<file path="src/rtl/i2c_rb_pkg.sv">
package i2c_rb_pkg;
  typedef enum logic [3:0] {
    ST_IDLE,
    ST_ADDR,
    ST_ACK_ADDR,
    ST_SUB,
    ST_ACK_SUB,
    ST_WDATA,
    ST_ACK_WDATA,
    ST_RDATA,
    ST_RACK
  } rb_state_e;
endpackage

</file>
<file path="src/rtl/i2c_rb_sync.sv">
module i2c_rb_sync #(
  parameter int STAGES = 2
) (
  input  logic clk,
  input  logic rst_n,
  input  logic scl_in,
  input  logic sda_in,
  output logic sda_lvl,
  output logic scl_rise,
  output logic scl_fall,
  output logic start_det,
  output logic stop_det
);
  logic [STAGES-1:0] scl_sh, sda_sh;
  logic scl_q, sda_q, scl_lvl;

  always_ff @(posedge clk) begin
    if (!rst_n) begin
      scl_sh <= '1;
      sda_sh <= '1;
      scl_q  <= 1'b1;
      sda_q  <= 1'b1;
    end else begin
      scl_sh <= {scl_sh[STAGES-2:0], scl_in};
      sda_sh <= {sda_sh[STAGES-2:0], sda_in};
      scl_q  <= scl_sh[STAGES-1];
      sda_q  <= sda_sh[STAGES-1];
    end
  end

  assign scl_lvl   = scl_sh[STAGES-1];
  assign sda_lvl   = sda_sh[STAGES-1];
  assign scl_rise  = scl_lvl & ~scl_q;
  assign scl_fall  = ~scl_lvl & scl_q;
  // Conditions are valid only while SCL stays high across both samples.
  assign start_det = scl_lvl & scl_q & sda_q & ~sda_lvl;
  assign stop_det  = scl_lvl & scl_q & ~sda_q & sda_lvl;
endmodule

</file>
<file path="src/rtl/i2c_rb_regfile.sv">
module i2c_rb_regfile #(
  parameter int AW = 8,
  parameter int DW = 8
) (
  input  logic          clk,
  input  logic          rst_n,
  input  logic          we,
  input  logic [AW-1:0] waddr,
  input  logic [DW-1:0] wdata,
  input  logic [AW-1:0] raddr,
  output logic [DW-1:0] rdata
);
  localparam int DEPTH = 1 << AW;
  logic [DW-1:0] mem [DEPTH];

  always_ff @(posedge clk) begin
    if (!rst_n) begin
      for (int i = 0; i < DEPTH; i++) mem[i] <= '0;
    end else if (we) begin
      mem[waddr] <= wdata;
    end
  end

  assign rdata = mem[raddr];
endmodule

</file>
<file path="src/rtl/i2c_rb_fsm.sv">
module i2c_rb_fsm
  import i2c_rb_pkg::*;
#(
  parameter int PW = 8
) (
  input  logic          clk,
  input  logic          rst_n,
  input  logic [6:0]    dev_addr,
  input  logic          sda_lvl,
  input  logic          scl_rise,
  input  logic          scl_fall,
  input  logic          start_det,
  input  logic          stop_det,
  input  logic [7:0]    rd_data,
  output logic [PW-1:0] ptr,
  output logic          wr_stb,
  output logic [PW-1:0] wr_addr,
  output logic [7:0]    wr_data,
  output logic          sda_oe
);
  rb_state_e st;
  logic [2:0] bitcnt;
  logic       got8;
  logic [7:0] sr;
  logic [6:0] tx;
  logic       rnw;
  logic       mack;

  always_ff @(posedge clk) begin
    if (!rst_n) begin
      st      <= ST_IDLE;
      bitcnt  <= '0;
      got8    <= 1'b0;
      sr      <= '0;
      tx      <= '0;
      rnw     <= 1'b0;
      mack    <= 1'b0;
      ptr     <= '0;
      wr_stb  <= 1'b0;
      wr_addr <= '0;
      wr_data <= '0;
      sda_oe  <= 1'b0;
    end else begin
      wr_stb <= 1'b0;
      if (start_det) begin
        st     <= ST_ADDR;
        bitcnt <= '0;
        got8   <= 1'b0;
        sda_oe <= 1'b0;
      end else if (stop_det) begin
        st     <= ST_IDLE;
        bitcnt <= '0;
        got8   <= 1'b0;
        sda_oe <= 1'b0;
      end else begin
        if (scl_rise) begin
          case (st)
            ST_ADDR, ST_SUB, ST_WDATA: begin
              sr     <= {sr[6:0], sda_lvl};
              bitcnt <= bitcnt + 3'd1;
              if (bitcnt == 3'd7) got8 <= 1'b1;
            end
            ST_RDATA: begin
              bitcnt <= bitcnt + 3'd1;
              if (bitcnt == 3'd7) got8 <= 1'b1;
            end
            ST_RACK: mack <= ~sda_lvl;
            default: ;
          endcase
        end
        if (scl_fall) begin
          case (st)
            ST_ADDR: if (got8) begin
              got8 <= 1'b0;
              if (sr[7:1] == dev_addr) begin
                rnw    <= sr[0];
                sda_oe <= 1'b1;
                st     <= ST_ACK_ADDR;
              end else begin
                st <= ST_IDLE;
              end
            end
            ST_SUB: if (got8) begin
              got8   <= 1'b0;
              ptr    <= sr[PW-1:0];
              sda_oe <= 1'b1;
              st     <= ST_ACK_SUB;
            end
            ST_WDATA: if (got8) begin
              got8    <= 1'b0;
              wr_stb  <= 1'b1;
              wr_addr <= ptr;
              wr_data <= sr;
              ptr     <= ptr + PW'(1);
              sda_oe  <= 1'b1;
              st      <= ST_ACK_WDATA;
            end
            ST_ACK_ADDR: begin
              if (rnw) begin
                tx     <= rd_data[6:0];
                sda_oe <= ~rd_data[7];
                st     <= ST_RDATA;
              end else begin
                sda_oe <= 1'b0;
                st     <= ST_SUB;
              end
            end
            ST_ACK_SUB, ST_ACK_WDATA: begin
              sda_oe <= 1'b0;
              st     <= ST_WDATA;
            end
            ST_RDATA: begin
              if (got8) begin
                got8   <= 1'b0;
                sda_oe <= 1'b0;
                ptr    <= ptr + PW'(1);
                st     <= ST_RACK;
              end else begin
                sda_oe <= ~tx[6];
                tx     <= {tx[5:0], 1'b0};
              end
            end
            ST_RACK: begin
              if (mack) begin
                tx     <= rd_data[6:0];
                sda_oe <= ~rd_data[7];
                st     <= ST_RDATA;
              end else begin
                st <= ST_IDLE;
              end
            end
            default: ;
          endcase
        end
      end
    end
  end
endmodule

</file>
<file path="src/rtl/i2c_regbank_slave.sv">
module i2c_regbank_slave #(
  parameter int         REG_AW      = 8,
  parameter logic [6:0] DEV_ADDR    = 7'h20,
  parameter int         SYNC_STAGES = 2
) (
  input  logic              clk,
  input  logic              rst_n,
  input  logic              addr_sel,
  input  logic              scl_in,
  input  logic              sda_in,
  output logic              sda_oe,
  output logic              wr_stb,
  output logic [REG_AW-1:0] wr_addr,
  output logic [7:0]        wr_data
);
  logic sda_lvl, scl_rise, scl_fall, start_det, stop_det;
  logic [REG_AW-1:0] ptr;
  logic [7:0] rd_data;
  logic [6:0] dev_addr;

  assign dev_addr = {DEV_ADDR[6:1], DEV_ADDR[0] ^ addr_sel};

  i2c_rb_sync #(.STAGES(SYNC_STAGES)) u_sync (
    .clk(clk), .rst_n(rst_n), .scl_in(scl_in), .sda_in(sda_in),
    .sda_lvl(sda_lvl), .scl_rise(scl_rise), .scl_fall(scl_fall),
    .start_det(start_det), .stop_det(stop_det)
  );

  i2c_rb_fsm #(.PW(REG_AW)) u_fsm (
    .clk(clk), .rst_n(rst_n), .dev_addr(dev_addr), .sda_lvl(sda_lvl),
    .scl_rise(scl_rise), .scl_fall(scl_fall), .start_det(start_det),
    .stop_det(stop_det), .rd_data(rd_data), .ptr(ptr), .wr_stb(wr_stb),
    .wr_addr(wr_addr), .wr_data(wr_data), .sda_oe(sda_oe)
  );

  i2c_rb_regfile #(.AW(REG_AW), .DW(8)) u_regs (
    .clk(clk), .rst_n(rst_n), .we(wr_stb), .waddr(wr_addr),
    .wdata(wr_data), .raddr(ptr), .rdata(rd_data)
  );
endmodule

</file>
<file path="config.mk">
export PLATFORM = sky130hd
export DESIGN_NAME = i2c_regbank_slave
export DESIGN_NICKNAME = d
export VERILOG_FILES = /design/src/rtl/i2c_rb_pkg.sv /design/src/rtl/i2c_rb_sync.sv /design/src/rtl/i2c_rb_regfile.sv /design/src/rtl/i2c_rb_fsm.sv /design/src/rtl/i2c_regbank_slave.sv
export SDC_FILE = /design/constraint.sdc
export NUM_CORES = 2
export LEC_CHECK = 0
export CAP_MARGIN = 15
export CELL_PAD_IN_SITES_DETAIL_PLACEMENT = 1
export CELL_PAD_IN_SITES_GLOBAL_PLACEMENT = 1
export CORE_UTILIZATION = 45
export DETAILED_ROUTE_END_ITERATION = 8
export PLACE_DENSITY = 0.67
export SKIP_LAST_GASP = 1
export SYNTH_ARGS = -nofsm -noshare
export SYNTH_HDL_FRONTEND = slang
export SYNTH_SLANG_ARGS = --single-unit
</file>
<file path="constraint.sdc">
create_clock -name clk -period 6.8 [get_ports clk]
set_input_delay 2.04 -clock clk [delete_from_list [all_inputs] [get_ports clk]]
set_output_delay 2.04 -clock clk [all_outputs]
set_load 0.03 [all_outputs]
</file>
==> impl_metrics.env <==
export IMPL_cp_slowest_cell="clkdlybuf4s50_1"
export IMPL_clock_latency_ps=900
export IMPL_r2r_setup_slack_ps=2280
export IMPL_finalPower_mw=28.4
export IMPL_end_kind="output pin"
export IMPL_nNetsFinal=6793
export IMPL_synth_cell_types=76
export IMPL_hold_end="u_sync.scl_sh[1]"
export IMPL_crit_path_start_kind="flop"
export IMPL_netlist_area_leader_share_pct=62.8
export IMPL_syn_cell_area_um2=97900
export IMPL_min_delay_start="u_sync.scl_sh[0]"
export IMPL_vias=59816
export IMPL_portBuffers=22
export IMPL_wire_per_inst_um=32.5
export IMPL_die_area_um2=219000
export IMPL_place_hpwl_mm=206
export IMPL_die_y_um=468
export IMPL_die_w_um=468
export IMPL_hp_class="reg2reg"
export IMPL_initial_core_util_pct=45.4
export IMPL_critPathMaxFanout=12
export IMPL_async_flop_share_pct=0
export IMPL_p_per_area_nw_per_um2=259
export IMPL_dr_wl_met2_mm=154
export IMPL_fin_util_pct=50.9
export IMPL_wirelength_met1_mm=127
export IMPL_first_pass_iters=5
export IMPL_drcViolationCount=0
export IMPL_layout_common_cells="and2_1, edfxtp_1, mux4_2, nor2_1, o21ai_0"
export IMPL_post_route_cells_drive_above_1_share_pct=17.7
export IMPL_num_rows=170
export IMPL_worstPathCellList="clkdlybuf4s50_1"
export IMPL_core_um2=215000
export IMPL_outcome="finished, final reports clean"
export IMPL_area_growth_syn_to_layout_pct=12.0
export IMPL_slowest_delay_ps=970
export IMPL_yosys_area_top_type="edfxtp_1"
export IMPL_path_clk_slew_ps=60
export IMPL_final_min_clock_period_ps=4840
export IMPL_grt_pass1_wl_mm=457
export IMPL_hold_violations=0
export IMPL_critPathLaunch="u_fsm.wr_addr[3]"
export IMPL_synth_edff_count=2048
export IMPL_fmax_mhz=207
export IMPL_via_per_inst=6.09
export IMPL_critical_path_top_delay_family="buffers and inverters"
export IMPL_setup_viol=0
export IMPL_cts_resized=0
export IMPL_rsz0062_at_grt="false"
export IMPL_gp_congestion=0.895
export IMPL_grt_ovfl_total=0
export IMPL_grt_max_degree=152
export IMPL_drv_slew=0
export IMPL_wl_mm=319
export IMPL_hold_depth=1
export IMPL_n_fill_cell=20717
export IMPL_final_common_cell="and2_1"
export IMPL_irDropWorstVdd_uv=283
export IMPL_cts_root_buffer="clkbuf_16"
export IMPL_cellLeakagePower_nw=36.3
export IMPL_yosysWarnings=0
export IMPL_ys_seq_area_share_pct=64.1
export IMPL_grt_usage_pct=29.2
export IMPL_wl_met3_mm=23.2
export IMPL_synthFlopType="edfxtp_1"
export IMPL_dp_slack_ps=1210
export IMPL_synth_area_leaders="edfxtp_1, and2_1, mux4_2"
export IMPL_netlist_instances=6730
export IMPL_antenna_found_initial=17
export IMPL_arrival_ps=2800
export IMPL_cp_num_buf_inv=1
export IMPL_drt_iter0_markers=6163
export IMPL_post_cts_setup_buffers=0
export IMPL_hold_buffers=0
export IMPL_post_route_period_util_pct=71.2
export IMPL_numClockSinks=2113
export IMPL_ant_nets=0
export IMPL_cts_buffers=225
export IMPL_crit_type="reg2out"
export IMPL_cts_buffer_depth=3
export IMPL_cts_tree="done"
export IMPL_maxCapViolCount=0
export IMPL_worst_slew_margin_rel_pct=15.1
export IMPL_io_pins=23
export IMPL_r2r_cells=4
export IMPL_setup_slack_ps=1960
export IMPL_ys_ff_latch=2113
export IMPL_grt_pass1_vias=61396
export IMPL_fin_setup_tns_ps=0
export IMPL_tightest_slew_ps=1270
export IMPL_cp_required_ps=4760
export IMPL_crit_reg2reg_launch="u_fsm.wr_addr[0]"
export IMPL_highest_layer="met5"
export IMPL_synth_fp_nets=6738
export IMPL_crit_reg2reg_capture="u_regs.mem[20][0]"
export IMPL_synth_area_per_cell_um2=14.5
export IMPL_skew_ps=86.1
export IMPL_h_tree_depth=4
## how the worst max path moves through the flow
stage | endpoint | slack, ps | cells after the start
after detailed placement | u_regs.mem[20][0] | 1210 | 5
after global placement | u_regs.mem[20][0] | 1380 | 5
final | wr_addr[3] | 1960 | 1
after floorplan | u_regs.mem[160][0] | 2620 | 6
after global routing | wr_data[4] | 1940 | 1
after CTS | wr_data[4] | 1930 | 1
## cell usage after synthesis, types with 5 or more instances
cell type,instances
a221o_1,5
o31ai_1,5
a211oi_1,16
a21boi_0,17
and2_1,2071
o221ai_1,20
nor2b_1,31
mux2i_1,118
a32oi_1,10
buf_4,30
buf_6,16
a31oi_1,21
o21ai_0,289
nand3_1,79
o22ai_1,25
nand4_1,20
nor2_1,314
a2111oi_0,10
nand2b_1,20
mux4_1,8
mux2_2,12
mux4_2,496
a221oi_1,6
a22oi_1,40
and3_1,19
o211ai_1,16
buf_1,30
edfxtp_1,2048
inv_1,8
dfxtp_1,65
buf_2,61
clkbuf_1,417
nand2_1,210
o2111ai_1,5
a311oi_1,9
nor4_1,9
a21oi_1,46
nor3_1,37
## kinds of logic after synthesis
kind of cell	after synthesis	share of synthesized area (%)
AO/OA/AOI/OAI	580	3.67
XOR/XNOR	3	0.0268
adder cells (fa/ha/maj)	3	0.0383
buffers and inverters	569	2.54
flip-flops	2113	64.1
multiplexers	634	13.0
AND/OR/NAND/NOR	2828	16.6
## stage by stage
step	instance area [µm²]	hold WS (ps)	std cells
finish	110000	415	9826
detailed placement	102000	401	9339
global route	110000	433	9821
global placement	102000	406	9322
floorplan	97900	386	6730
CTS	109000	419	9759
## final cells by class
class / instances / area (µm²) / share of cell area, %
sequential: 2113 / 62900 / 57.3
multi-input combinational: 4048 / 32700 / 29.8
timing repair buffer: 385 / 3030 / 2.76
tap: 2838 / 3550 / 3.24
clock buffer: 290 / 6010 / 5.48
clock inverter: 130 / 1410 / 1.29
inverter: 12 / 51.3 / 0.0468
antenna: 10 / 25.0 / 0.0228
## flip-flops by register name, summed over array words and instances, names as in the netlist, named ones only
name / count
u_regs.mem: 2048
u_fsm.ptr: 8
u_fsm.sr: 8
u_fsm.wr_addr: 8
u_fsm.wr_data: 8
u_fsm.tx: 7
u_fsm.st: 4
u_fsm.bitcnt: 3
u_sync.scl_sh: 2
u_sync.sda_sh: 2
u_fsm.got8: 1
u_fsm.mack: 1
u_fsm.rnw: 1
u_fsm.sda_oe: 1
u_fsm.wr_stb: 1
u_sync.scl_q: 1
u_sync.sda_q: 1
## power by group
part	internal [mW]	total [mW]	switching [mW]
combinational	0.330	0.849	0.519
sequential	14.9	15.1	0.218
clock	7.08	12.5	5.40
## metal layers
layer  vias up  track usage (%)
met3       588             5.47
met5         -                0
li1      24940                -
met1     31839             38.4
met2      2437             47.6
met4        12             12.6
Power figures use the tool's default switching activity.
